$ cat src/rtl/frame_chk_pkg.sv
package frame_chk_pkg;

  // width of the payload down-counter; the pattern byte is its bits 10:3
  localparam int CNT_BITS = 11;

  typedef enum logic [2:0] {
    ST_IDLE,
    ST_HDR1,
    ST_BODY,
    ST_SKIP,
    ST_DONE
  } chk_state_e;

  // control -> datapath
  typedef struct packed {
    logic loadCnt;
    logic stepCnt;
    logic advLen;
    logic incGood;
    logic incBad;
  } dp_strobe_t;

  // datapath -> control
  typedef struct packed {
    logic       hdr0Ok;
    logic       hdr1Ok;
    logic       bodyOk;
    logic       bodyLast;
    logic [2:0] bodyMod;
    logic       atFinal;
  } dp_status_t;

endpackage

$ cat src/rtl/frame_chk_datapath.sv
module frame_chk_datapath
  import frame_chk_pkg::*;
#(
  parameter int          MIN_LEN   = 46,
  parameter int          MAX_LEN   = 1500,
  parameter int          STAT_W    = 16,
  parameter logic [47:0] DST_ADDR  = 48'h000001020304,
  parameter logic [15:0] SRC_HI    = 16'h0000,
  parameter logic [31:0] SRC_LO    = 32'h05060708,
  parameter logic [15:0] ETH_TYPE  = 16'h88B5,
  parameter logic [15:0] LEAD_FILL = 16'hBEEF
) (
  input  logic              clk,
  input  logic              rst,
  input  logic [63:0]       rxData,
  input  dp_strobe_t        strobe,
  output dp_status_t        status,
  output logic [STAT_W-1:0] goodCount,
  output logic [STAT_W-1:0] badCount,
  output logic              errSticky
);

  localparam int LANES = 8;
  localparam logic [CNT_BITS-1:0] LEN_START = CNT_BITS'(MIN_LEN);
  localparam logic [CNT_BITS-1:0] LEN_LAST  = CNT_BITS'(MAX_LEN);
  localparam logic [63:0] HDR0_WORD = {DST_ADDR, SRC_HI};
  localparam logic [63:0] HDR1_WORD = {SRC_LO, ETH_TYPE, LEAD_FILL};

  logic [CNT_BITS-1:0] expLen;
  logic [CNT_BITS-1:0] downCnt;
  logic [7:0]          bodyByte;
  logic                bodyLast;
  logic [2:0]          bodyMod;
  logic [LANES-1:0]    laneOk;

  // expected length and per-frame down-counter
  always_ff @(posedge clk) begin
    if (rst) begin
      expLen  <= LEN_START;
      downCnt <= '0;
    end else begin
      if (strobe.advLen)
        expLen <= expLen + CNT_BITS'(1);
      if (strobe.loadCnt)
        downCnt <= expLen - CNT_BITS'(2);
      else if (strobe.stepCnt)
        downCnt <= downCnt - CNT_BITS'(8);
    end
  end

  assign bodyByte = downCnt[10:3];
  assign bodyLast = (downCnt[10:3] == 8'd0) || (downCnt == CNT_BITS'(8));
  assign bodyMod  = downCnt[2:0];

  // lane compare, lane 0 occupies bits 63:56
  for (genvar g = 0; g < LANES; g++) begin : g_lane
    logic laneUsed;
    assign laneUsed = !bodyLast || (bodyMod == 3'd0) || (3'(g) < bodyMod);
    assign laneOk[g] = !laneUsed || (rxData[63-8*g -: 8] == bodyByte);
  end

  always_comb begin
    status          = '0;
    status.hdr0Ok   = (rxData == HDR0_WORD);
    status.hdr1Ok   = (rxData == HDR1_WORD);
    status.bodyOk   = &laneOk;
    status.bodyLast = bodyLast;
    status.bodyMod  = bodyMod;
    status.atFinal  = (expLen == LEN_LAST);
  end

  // verdict counters
  always_ff @(posedge clk) begin
    if (rst) begin
      goodCount <= '0;
      badCount  <= '0;
      errSticky <= 1'b0;
    end else begin
      if (strobe.incGood)
        goodCount <= goodCount + STAT_W'(1);
      if (strobe.incBad) begin
        badCount  <= badCount + STAT_W'(1);
        errSticky <= 1'b1;
      end
    end
  end

endmodule

$ cat config.mk
export PLATFORM = sky130hd
export DESIGN_NAME = frame_chk_datapath
export DESIGN_NICKNAME = d
export VERILOG_FILES = /design/src/rtl/frame_chk_pkg.sv /design/src/rtl/frame_chk_datapath.sv
export SDC_FILE = /design/constraint.sdc
export NUM_CORES = 1
export LEC_CHECK = 0
export BUFFER_PORTS_ARGS = -buffer_cell sky130_fd_sc_hd__buf_2
export CORE_MARGIN = 8
export CORE_UTILIZATION = 40
export DETAILED_ROUTE_END_ITERATION = 10
export HOLD_SLACK_MARGIN = 0.02
export PLACE_DENSITY = 0.78
export SYNTH_ARGS = -nofsm -noshare
export SYNTH_HDL_FRONTEND = slang
export SYNTH_SLANG_ARGS = --single-unit
$ cat constraint.sdc
create_clock -name clk -period 2.05 [get_ports clk]
set_clock_uncertainty 0.1 [all_clocks]
set_input_delay 0.41 -clock clk [delete_from_list [all_inputs] [get_ports clk]]
set_output_delay 0.41 -clock clk [all_outputs]
set_load 0.02 [all_outputs]
==> impl_results.md <==
* Status: finished with violations
* CP arrival at between 2000 and 2500 ps
* CP top delay family: simple AND/OR/NAND/NOR gates
* Final nets at 687
* Ys async rst share at 0
* FF+latch count, synth at between 50 and 60
* Unrepaired setup endpoints after global routing: yes
* Crit Path Class: reg2out
* Final hold vios at 0
* Mapped Cells at approximately 450
* Initial core utilization at 0.4035
* Most area-hungry cell type in the Yosys netlist: dfxtp_1
* Slowest stage delay, CP at approximately 390 ps
* CP Capture Type: output pin
* Leak at between 2 and 2.5 nW
* Layout cells sized above 1 at 0.3947
* Synth Net Count at between 500 and 600
* Top Ports at approximately 110
* Slowest CP cell: dfxtp_4
* Reg clk slew, reported paths at 100 ps
* Via count at 3822
* Number of hold buffers added after CTS at 0
* Post-DP HPWL at 9327 um
* Final worst path period share at 1.230
* Number of global-route vias before repair at ~3.8k
* Fmax at between 300 and 400 MHz
* # rows at 35
* Drt drc at 0
* PnR worst setup slack at -470.5 ps
* Crit path time final at approximately 2500 ps
* H-Tree Depth at 2
* PwrDens at 486.1 nW/um^2
* Root buffer cell: clkbuf_8
* DP Area at 4753 um^2
* Synth top area share at 0.3011
* CTS Sinks at 55
* Mapped Avg Cell Area at roughly 8.2 um^2
* CTS max path bufs at 2
* Area growth syn-to-layout at 45.16%
* Antenna viol nets, final at 0
* Post-DR wirelength/cell at roughly 16 um
* Failing checks: negative setup slack
* Post-synth EDFFs at 0
* Yosys warns at 0
* DRT iter0 DRCs at 210
* GPL Wtd Cong at slightly above 1
* Clk_lat worst skew at ~310 ps
* Tightest Hold Check Type: in2reg
* Clock buffer count from CTS at 5
* Largest net degree at the start of global routing at 28
* WP depth at 8
* Vias per cell at ~5.3
* Die height at approximately 110 um
* Finished Cell Area at approximately 5300 um^2
* Slew HR at 0.6441
* Final count of pins violating max slew at 0
* Routed wire length at approximately 12000 um
* Slew @ Worst Pin at 533.8 ps
* 1st-pass router iterations at 4
* GRT Util Overall at 0.1794
* Max-cap violation count at 0
* Worst Path Buf+Inv at 3
* DIE AREA at around 12000 um^2
* Synthesized area at between 3000 and 4000 um^2
* Final setup viols at 3
* Worst IR Drop VDD at between 0.0003 and 0.0004 V
* Hold depth at 2
* Top cells by area, synth: dfxtp_1 30%, xnor2_1 19%, xor2_1 8.4%
* Worst-path maximum fanout at 7
* Critical path cell sequence: buf_4 > xnor2_2 > nand4_1 > nor2_2 > buf_4 > o221ai_2 > nor4_4 > buf_4
* Total grt overflow at 0
* Layout Cells excl Fill at approximately 720
* Worst EP required at about 1500 ps
* Seq/Total Area, Yosys at 0.3011
* Top cell by count, worst path: buf_4
* Setup_tns at -834.2 ps
* Startpoint types: flop
* Die Width at between 100 and 150 um
* Diode count at 0
* Most common flop cell mapped by yosys: dfxtp_1
* Placed insts at 703
* First-pass GRT wire length at 18610 um
* Port bufs at about 110
* Fillers at 829
* Antenna violations before repair at 0
* Total core area at 9065 um^2
* Worst-case reg-to-reg path depth at 6
* Cell variety after synth at 38
* Clock tree from TritonCTS: done
==> per-stage QoR <==
stage / setup WS (ps) / total power, W / util / hold slack, ps
6_report: -470.5 / 0.002581 / 0.5856 / 315.1
5_1_grt: -589.1 / 0.002701 / 0.5856 / 320.8
4_1_cts: -434.7 / 0.002508 / 0.5499 / 301.2
3_5_place_dp: -259.4 / 0.001859 / 0.5244 / 382.0
3_3_place_gp: -257.2 / 0.001848 / 0.5244 / 355.9
2_1_floorplan: -41.24 / 0.001563 / - / 384.4
==> synthesized netlist by cell type (all sizes together) (5+ instances only) <==
cell type and instances:
inv 10, a21oi 5, nor2 67, nor4 23, dfxtp 55, buf 14, nor3 14, nor4b 5
clkbuf 12, a211oi 9, nand4 33, xnor2 80, ha 9, and3 7, nand2 25, xor2 35
nand3 14
==> layer usage <==
layer / part of all wire / track usage
met4: 0.031 / 0.07110
met2: 0.47 / 0.3102
met3: 0.063 / 0.05411
met5: 0 / 0
met1: 0.43 / 0.2017
==> report_power, final <==
part	internal, W	switching [W]	total, W
registers	0.00110	0.0000573	0.00116
clock network	0.000276	0.000352	0.000628
logic	0.000404	0.000390	0.000793
==> cell families after synthesis <==
group / count (synthesis) / synth area share
DFF: 55 / 0.3011
buffers and inverters: 36 / 0.04755
AOI/OAI and AO/OA: 25 / 0.04618
xor gates and xnor gates: 115 / 0.2754
and+or+nand+nor: 204 / 0.2881
muxes: 4 / 0.01095
adders and majority gates: 9 / 0.03079
==> state kept, by name (all words and copies together), names as in the netlist <==
signal,count
badCount,16
downCnt,11
errSticky,1
goodCount,16
expLen,11
==> worst register-to-register path, stage by stage (launching register included) <==
cell and delay, ps:
dfxtp_4 390, buf_4 170, or4_1 560, nor2_1 150, xor2_1 180, nor2_1 60, a211oi_1 220
==> layout by cell type (no fill, tap or decap), types with 9 or more instances in the layout <==
master | netlist | routed
buf_2 | 7 | 99
buf_4 | 4 | 66
buf_6 | 2 | 10
dfxtp_1 | 55 | 47
nand2_1 | 25 | 25
nand3_1 | 14 | 13
nand4_1 | 33 | 33
nor2_1 | 67 | 65
nor4_1 | 23 | 10
xnor2_1 | 80 | 70
xnor2_2 | 0 | 9
xor2_1 | 35 | 35
==> worst paths after layout <==
kind / start / end / slack [ps]
worst max register to register: downCnt[6]$_SDFFE_PP0N_ / downCnt[9]$_SDFFE_PP0N_ / 130
worst min-delay path: strobe[2] / expLen[1]$_SDFFE_PP1P_ / 320
worst max-delay path: downCnt[7]$_SDFFE_PP0N_ / status[5] / -470
worst min register to register: errSticky$_SDFFE_PP0P_ / errSticky$_SDFFE_PP0P_ / 390
==> repair_timing <==
item / CTS / global route
setup buffers: 0 / 9
gates resized for setup: 33 / 50
pin swaps: 8 / 21
setup endpoints to repair: 5 / 5
==> cell type report <==
cell class                 count  area [um^2]  area share
clock buffer                   6        82.58     0.01556
clock inverter                 2        16.27    0.003064
inverter                      10        42.54    0.008013
multi-input combinational    357         2736      0.5154
sequential                    55         1129      0.2126
tap                          111        138.9     0.02616
timing repair buffer         178         1164      0.2192
Power figures use the tool's default switching activity.
